## src/rtl/cfg_lock_pkg.sv

```systemverilog
package cfg_lock_pkg;
  typedef enum logic [2:0] {
    SEQ_IDLE   = 3'd0,
    SEQ_ARM1   = 3'd1,
    SEQ_ARM0   = 3'd2,
    SEQ_ARM2   = 3'd3,
    SEQ_LOCKED = 3'd4
  } seq_state_e;
endpackage

```

## src/rtl/cfg_lock_decode.sv

```systemverilog
module cfg_lock_decode #(
  parameter int ADDR_W      = 8,
  parameter int DATA_W      = 32,
  parameter int MASK_W      = 16,
  parameter logic [ADDR_W-1:0] LOCK_OFFSET = 8'h1C,
  localparam int BE_W       = DATA_W / 8
) (
  input  logic              valid_i,
  input  logic              write_i,
  input  logic [ADDR_W-1:0] addr_i,
  input  logic [BE_W-1:0]   be_i,
  input  logic [DATA_W-1:0] wdata_i,
  output logic              hit_o,
  output logic              wr_any_o,
  output logic              wr_word_o,
  output logic              rd_o,
  output logic              key_bit_o,
  output logic [MASK_W-1:0] wmask_o
);
  always_comb begin
    hit_o     = valid_i && (addr_i == LOCK_OFFSET);
    wr_any_o  = hit_o && write_i;
    wr_word_o = wr_any_o && (&be_i);
    rd_o      = hit_o && !write_i;
    key_bit_o = wdata_i[MASK_W];
    wmask_o   = wdata_i[MASK_W-1:0];
  end
endmodule

```

## src/rtl/cfg_lock_fsm.sv

```systemverilog
module cfg_lock_fsm
  import cfg_lock_pkg::*;
#(
  parameter int MASK_W = 16
) (
  input  logic              clk_i,
  input  logic              rst_ni,
  input  logic              hit_i,
  input  logic              wr_any_i,
  input  logic              wr_word_i,
  input  logic              rd_i,
  input  logic              key_bit_i,
  input  logic [MASK_W-1:0] wmask_i,
  output logic              locked_o
);
  seq_state_e        state_q, state_d;
  logic [MASK_W-1:0] seq_mask_q;
  logic              same_mask;

  assign same_mask = (wmask_i == seq_mask_q);

  always_comb begin
    state_d = state_q;
    unique case (state_q)
      SEQ_IDLE: if (wr_word_i && key_bit_i) state_d = SEQ_ARM1;
      SEQ_ARM1: if (hit_i)
        state_d = (wr_word_i && !key_bit_i && same_mask) ? SEQ_ARM0 : SEQ_IDLE;
      SEQ_ARM0: if (hit_i)
        state_d = (wr_word_i && key_bit_i && same_mask) ? SEQ_ARM2 : SEQ_IDLE;
      SEQ_ARM2: if (hit_i) state_d = rd_i ? SEQ_LOCKED : SEQ_IDLE;
      SEQ_LOCKED: state_d = SEQ_LOCKED;
      default: state_d = SEQ_IDLE;
    endcase
  end

  always_ff @(posedge clk_i or negedge rst_ni) begin
    if (!rst_ni) begin
      state_q    <= SEQ_IDLE;
      seq_mask_q <= '0;
    end else begin
      state_q <= state_d;
      if (state_q == SEQ_IDLE && wr_word_i && key_bit_i) seq_mask_q <= wmask_i;
    end
  end

  assign locked_o = (state_q == SEQ_LOCKED);


  read_locks_chk: assert property (@(posedge clk_i) disable iff (!rst_ni)
    (state_q == SEQ_ARM2 && rd_i) |=> locked_o);

  mask_mismatch_chk: assert property (@(posedge clk_i) disable iff (!rst_ni)
    (state_q == SEQ_ARM1 && wr_word_i && wmask_i != seq_mask_q) |=> state_q == SEQ_IDLE);

  partial_abort_chk: assert property (@(posedge clk_i) disable iff (!rst_ni)
    ((state_q == SEQ_ARM1 || state_q == SEQ_ARM0 || state_q == SEQ_ARM2)
     && wr_any_i && !wr_word_i) |=> state_q == SEQ_IDLE);

  other_offset_chk: assert property (@(posedge clk_i) disable iff (!rst_ni)
    !hit_i |=> $stable(state_q));

  key_sticky_chk: assert property (@(posedge clk_i) disable iff (!rst_ni)
    locked_o |=> locked_o);
endmodule

```

## src/rtl/cfg_lock_mask_reg.sv

```systemverilog
module cfg_lock_mask_reg #(
  parameter int MASK_W = 16,
  parameter int BE_W   = 4,
  localparam int MASK_BYTES = MASK_W / 8
) (
  input  logic              clk_i,
  input  logic              rst_ni,
  input  logic              wr_any_i,
  input  logic              locked_i,
  input  logic [BE_W-1:0]   be_i,
  input  logic [MASK_W-1:0] wmask_i,
  output logic [MASK_W-1:0] mask_o
);
  logic wr_en;
  assign wr_en = wr_any_i && !locked_i;

  for (genvar b = 0; b < MASK_BYTES; b++) begin : g_byte
    always_ff @(posedge clk_i or negedge rst_ni) begin
      if (!rst_ni) mask_o[b*8 +: 8] <= '0;
      else if (wr_en && be_i[b]) mask_o[b*8 +: 8] <= wmask_i[b*8 +: 8];
    end
  end


  byte_write_chk: assert property (@(posedge clk_i) disable iff (!rst_ni)
    (wr_any_i && !locked_i && be_i[0]) |=> mask_o[7:0] == $past(wmask_i[7:0]));

  mask_frozen_chk: assert property (@(posedge clk_i) disable iff (!rst_ni)
    locked_i |=> $stable(mask_o));
endmodule

```

## src/rtl/cfg_lock_seq.sv

```systemverilog
module cfg_lock_seq #(
  parameter int ADDR_W = 8,
  parameter int DATA_W = 32,
  parameter int MASK_W = 16,
  parameter logic [ADDR_W-1:0] LOCK_OFFSET = 8'h1C,
  localparam int BE_W  = DATA_W / 8
) (
  input  logic              clk_i,
  input  logic              rst_ni,
  input  logic              acc_valid_i,
  input  logic              acc_write_i,
  input  logic [ADDR_W-1:0] acc_addr_i,
  input  logic [BE_W-1:0]   acc_be_i,
  input  logic [DATA_W-1:0] acc_wdata_i,
  output logic [DATA_W-1:0] rdata_o,
  output logic [MASK_W-1:0] lock_mask_o
);
  logic              hit, wr_any, wr_word, rd, key_bit, locked;
  logic [MASK_W-1:0] wmask, mask_q;

  cfg_lock_decode #(
    .ADDR_W(ADDR_W), .DATA_W(DATA_W), .MASK_W(MASK_W), .LOCK_OFFSET(LOCK_OFFSET)
  ) u_decode (
    .valid_i(acc_valid_i), .write_i(acc_write_i), .addr_i(acc_addr_i),
    .be_i(acc_be_i), .wdata_i(acc_wdata_i),
    .hit_o(hit), .wr_any_o(wr_any), .wr_word_o(wr_word), .rd_o(rd),
    .key_bit_o(key_bit), .wmask_o(wmask)
  );

  cfg_lock_fsm #(.MASK_W(MASK_W)) u_fsm (
    .clk_i, .rst_ni, .hit_i(hit), .wr_any_i(wr_any), .wr_word_i(wr_word),
    .rd_i(rd), .key_bit_i(key_bit), .wmask_i(wmask), .locked_o(locked)
  );

  cfg_lock_mask_reg #(.MASK_W(MASK_W), .BE_W(BE_W)) u_mask (
    .clk_i, .rst_ni, .wr_any_i(wr_any), .locked_i(locked),
    .be_i(acc_be_i), .wmask_i(wmask), .mask_o(mask_q)
  );

  always_comb begin
    rdata_o = '0;
    rdata_o[MASK_W] = locked;
    rdata_o[MASK_W-1:0] = mask_q;
  end

  assign lock_mask_o = locked ? mask_q : '0;


  lock_gate_chk: assert property (@(posedge clk_i) disable iff (!rst_ni)
    $rose(rdata_o[MASK_W]) |-> $past(rd));
endmodule

```

## config.mk

```make
export PLATFORM = sky130hd
export DESIGN_NAME = cfg_lock_seq
export DESIGN_NICKNAME = d
export VERILOG_FILES = /design/src/rtl/cfg_lock_pkg.sv /design/src/rtl/cfg_lock_decode.sv /design/src/rtl/cfg_lock_fsm.sv /design/src/rtl/cfg_lock_mask_reg.sv /design/src/rtl/cfg_lock_seq.sv
export SDC_FILE = /design/constraint.sdc
export NUM_CORES = 1
export LEC_CHECK = 0
export BUFFER_PORTS_ARGS = -buffer_cell sky130_fd_sc_hd__buf_2
export CAP_MARGIN = 15
export CORE_MARGIN = 10
export CORE_UTILIZATION = 40
export DETAILED_ROUTE_END_ITERATION = 10
export PLACE_DENSITY = 0.75
export SETUP_SLACK_MARGIN = 0.05
export SYNTH_ARGS = -nofsm -noshare
export SYNTH_HDL_FRONTEND = slang
export SYNTH_SLANG_ARGS = --single-unit
```

## constraint.sdc

```tcl
create_clock -name clk_i -period 4.8 [get_ports clk_i]
set_input_delay 0 -clock clk_i [delete_from_list [all_inputs] [get_ports clk_i]]
set_output_delay 0 -clock clk_i [all_outputs]
set_load 0.01 [all_outputs]
```

* Word level (Yosys, flattened, before mapping)
Index checks and enable logic that the tools add are counted.
Cells by class: add/sub/neg operators 0, multiply operators 0, divide/modulo/power cells 0, $lt $le $gt $ge 0, eq/ne operators 10, shift-type cells 0, multiplexer cells 9, bitwise gates (word level) 0, reductions and logical operators 19
Operators with widths (count):
- $eq A16 B16 Y1 | 1
- $mux W16 | 1
- $mux W3 | 5
- $pmux W3 S5 | 1
- $logic_and A1 B1 Y1 | 13
- $eq A8 B5 Y1 const B | 1
- $reduce_and A4 Y1 | 2
- $eq A3 B2 Y1 const B | 2
- $ne A2 B2 Y1 const B | 3
- $mux W2 | 2
- $eq A3 B1 Y1 const B | 1
- $eq A3 B3 Y1 const B | 1
- $logic_not A1 Y1 | 3
- $logic_not A3 Y1 | 1
- $ne A2 B1 Y1 const B | 1
Word-level totals: register bits 35, bits in latches 0, bits in writable memories 0, bits in read-only memories 0, input bits 48, logic and storage cells 42, memories 0

* Longest topological paths before layout
depth after elaboration 9, mapped depth 5, mapped depth without buffers 4

* By module
Synthesis repeated with hierarchy kept, for this count alone.
Second synthesis, totals: cell total of the unflattened synthesis 168, area total of the unflattened synthesis 2023.2 sq um
By module, submodules not included:
- cfg_lock_fsm | instances 1, cells an instance 74, area an instance 953.4 sq um
- cfg_lock_mask_reg | instances 1, cells an instance 34, area an instance 620.6 sq um
- cfg_lock_seq | instances 1, cells an instance 34, area an instance 250.2 sq um
- cfg_lock_decode | instances 1, cells an instance 26, area an instance 198.9 sq um

* Worst setup path after synthesis
OpenSTA, ideal clock, no wires.
path type reg2reg, start point reg u_fsm.state_q[2], end point reg u_fsm.seq_mask_q[10], arrival time 1.642 ns, required time 4.675 ns, slack 3.032 ns, cell stages (with the launch flop) 6, buffers on the path 1, clock period less this slack 1.768 ns, cells stage by stage dfrtp_1 > and4b_1 > nand4_1 > nor4_4 > buf_8 > mux2_4
Between the ends: word-level cells in the longest chain between the ends 3
RTL lines:
- start: declaration | RTL line cfg_lock_fsm.sv:16 | seq_state_e state_q, state_d;
- start signal: assignment | RTL line cfg_lock_fsm.sv:41 | state_q <= state_d;
- $logic_not A3 Y1 | RTL line cfg_lock_fsm.sv:42 | if (state_q == SEQ_IDLE && wr_word_i && key_bit_i) seq_mask_q <= wmask_i;
- $logic_and A1 B1 Y1 (2 in a row) | RTL line cfg_lock_fsm.sv:42
- end signal: assignment | RTL line cfg_lock_fsm.sv:42
- end: declaration | RTL line cfg_lock_fsm.sv:17 | logic [MASK_W-1:0] seq_mask_q;
No other way between the ends. A chain may end at the register's enable or synchronous reset.

* Worst setup path in the final report
start point reg u_fsm.state_q[0], end point out lock_mask_o[3]
Between the ends: word-level cells in the longest chain between the ends 2
RTL lines:
- $eq A3 B3 Y1 | RTL line cfg_lock_fsm.sv:46 | assign locked_o = (state_q == SEQ_LOCKED);
- $mux W16 | RTL line cfg_lock_seq.sv:46 | assign lock_mask_o = locked ? mask_q : '0;
- end: declaration | RTL line cfg_lock_seq.sv:16 | output logic [MASK_W-1:0] lock_mask_o
No other way between the ends.

==> metrics.md <==
| Metric | Value |
|---|---|
| Clk Latency, worst-skew pair | 0.29 ns |
| Post-synthesis async set-or-reset flop share | 100% |
| Internal | 0.424 mW |
| Design Area, Final | roughly 0.0025 mm^2 |
| CTS tree | yes |
| P_sw | about 0.14 mW |
| Via Count | 1401 |
| Maximum vdd ir drop | 133 uV |
| Initial antenna violation count | 0 |
| Met1 GRT Util | approximately 13% |
| Largest net degree at the start of global routing | 36 |
| Postcts setup bufs | 0 |
| Final wirelength | 4480 um |
| DIE HEIGHT | 89.1 um |
| Layout Cells excl Fill | 294 |
| Fin crit share | 40.5% |
| Layout area overhead | 31.8% |
| Commonest non-fill, non-tap cell in the layout | buf_2 |
| Initial DRT Pass Iterations | 4 |
| Post-cts resize count | 0 |
| Worst Tran Pin Value | around 0.81 ns |
| Clk Tree Root Cell | clkbuf_8 |
| Antenna Nets Post-Route | 0 |
| Startpoint type of the worst setup path | flip-flop |
| Final setup TNS | 0 ns |
| Most Crowded Layer GR | met2 |
| Switching Share | 24.3% |
| Layout cells sized above 1 | 47.5% |
| Setup CP Type | flip-flop to output pin |
| Core Footprint | about 0.0047 mm^2 |
| GRT overflow | 0 |
| Total power divided by cell area | 223 mW/mm^2 |
| Clock period minus final worst setup slack | 1.94 ns |
| WP data arrival | 1.94 ns |
| Setup crit end kind | output pin |
| Avg Vias per Cell | 4.77 |
| Die W | 89.1 um |
| Syn Area/Cell | 12.7 um^2 |
| Met3 Usage GRT | 4.65% |
| Core Util, Final | 54.0% |
| Post-synth EDFFs | 0 |
| Worst R2R Start | u_fsm.state_q[0] |
| IO Pins | 96 |
| Part of the power in combinational logic | 10.3% |
| First-pass GRT wire length | approximately 7300 um |
| Die area | 0.00793 mm^2 |
| Synthesized flop and latch total | 35 |
| Synthesized cell area | 0.00191 mm^2 |
| Hold_sp | acc_wdata_i[16] |
| Final max-slew violation count | 0 |
| Leakage | 1.38 nW |
| All-layer global routing usage | between 10% and 20% |
| Worst path cell trace | nor3b_2, buf_4, and2_1, buf_2 |
| Critical path required time | 4.80 ns |
| Fmax | 515 MHz |
| Hold WC Path Type | primary input to flip-flop |
| Worst-path clk slew | 0.07 ns |
| Worst-case clock skew | 0.00701 ns |
| Initial Utilization | 40.9% |
| Ys flop type | dfrtp_1 |
| Final HPWL DP | 3420 um |
| CTS H-tree depth | 2 |
| CP max FO | 11 |
| Status | completed |
| Final #Nets | 287 |
| Clock Sinks | 35 |
| Post-Synthesis Cells | 150 |
| DR WL/cell | about 15 um |
| # rows | 25 |
| Met2 usage | 20.2% |
| Max stage delay cell, worst path | nor3b_2 |
| Total of max-cap violations | 0 |
| CP max stage delay | between 0.6 and 0.7 ns |
| Vias in the first global route | 1482 |
| Reg power frac | 53.3% |
| RSZ-0062 raised after global routing | no |
| Cell variety after synth | 30 |
| Clock power share | 36.4% |
| Seq/Total Area, Yosys | ~46% |
| TritonCTS buffer count | 5 |
| Inserted Diodes | 0 |
| Final Hold Violating Endpoints | 0 |
| Cell count after placement | 266 |
| Warnings from Yosys | 0 |
| Post-placement cell area | 0.00223 mm^2 |
| GPL Wtd Cong | 0.737 |
| Number of remaining DRC errors | 0 |
| Port Buffer Count | 65 |
| Slew margin rel. | 45.8% |
| Commonest non-fill, non-tap cells in the layout | buf_2, dfrtp_1, mux2_2, dlygate4sd3_1 |
| DR iter-0 viols | 53 |
| Clk buf depth | 2 |
| Setup-failing EPs final | 0 |
| Crit. Startpoint | u_fsm.state_q[0] |
-- flip-flops by register name (all words and copies together), names as in the netlist --
signal,cells
u_fsm.state_q,3
u_mask.mask_o,16
u_fsm.seq_mask_q,16
-- power by group through the flow --
| stage | Clock (mW) | Combinational [mW] | Sequential [mW] |
|---|---|---|---|
| floorplan | 0 | 0.0248 | 0.305 |
| global placement | 0 | 0.0449 | 0.304 |
| detailed placement | 0 | 0.0454 | 0.304 |
| CTS | 0.212 | 0.0574 | 0.298 |
| global route | 0.229 | 0.0645 | 0.299 |
| finish | 0.204 | 0.0576 | 0.298 |
-- logic make-up after synthesis --
logic type / count (synthesis) / synth area share [%]
xor gates and xnor gates: 16 / 7.34
muxes: 32 / 20.9
buffers and inverters: 21 / 7.87
AOI/OAI and AO/OA: 5 / 1.97
other: 1 / 0.197
DFF: 35 / 45.9
and+or+nand+nor: 40 / 15.9
-- path summary, 6_finish.rpt --
| path | end | cells after the start | slack, ns |
|---|---|---|---|
| hold reg to reg | u_mask.mask_o[14] | 1 | 0.52 |
| setup reg to reg | u_mask.mask_o[11] | 3 | 2.89 |
| hold / removal | u_fsm.state_q[1] | 3 | 0.06 |
| max in group asynchronous | u_fsm.seq_mask_q[6] | 2 | 3.97 |
| min in group asynchronous | u_fsm.seq_mask_q[5] | 2 | 0.34 |
| setup / recovery | lock_mask_o[3] | 4 | 2.86 |
-- cell type report --
cell class / instances / area, um^2
Clock buffer: 5 / 68.8
Clock inverter: 3 / 15.0
Fill cell: 435 / 2150
Inverter: 2 / 7.51
Multi-Input combinational cell: 108 / 940
Sequential cell: 35 / 876
Tap cell: 54 / 67.6
Timing Repair Buffer: 87 / 541
-- critical path, delay by kind of cell (launching register included) --
family / cells / cell delay (ns)
buf+inv: 2 / 0.41
flops: 1 / 0.47
simple gates: 2 / 0.77
-- cell usage after synthesis (all sizes together), types with 2 or more instances --
cell,instances,share of area (%)
and2,17,5.6
buf,17,7.1
clkbuf,2,0.39
dfrtp,35,46
inv,2,0.39
mux2,32,21
nand2,2,0.39
nand3,2,1.2
nand4,2,0.66
nor2,2,0.39
nor3,3,1.3
nor3b,3,1.4
nor4,5,2.4
o41ai,2,0.92
xor2,16,7.3
-- stage by stage --
| stage | hold slack, ns | total power [mW] | setup WS, ns |
|---|---|---|---|
| 2_1_floorplan | -0.296 | 0.330 | 3.03 |
| 3_3_place_gp | 0.134 | 0.349 | 2.91 |
| 3_5_place_dp | 0.131 | 0.350 | 2.89 |
| 4_1_cts | 0.00318 | 0.568 | 2.79 |
| 5_1_grt | 0.0793 | 0.592 | 2.70 |
| 6_report | 0.0559 | 0.560 | 2.86 |
-- per-layer routing --
layer / vias to the layer above / part of all wire (%)
met4: 0 / 0.89
met2: 54 / 50
met1: 674 / 40
li1: 666 / -
met5: - / 0
met3: 7 / 8.6
-- what timing repair did --
item	4_1_cts	5_1_grt
hold buffers	19	1
setup endpoints to repair	0	0
hold endpoints to repair	67	1
Power figures use the tool's default switching activity.
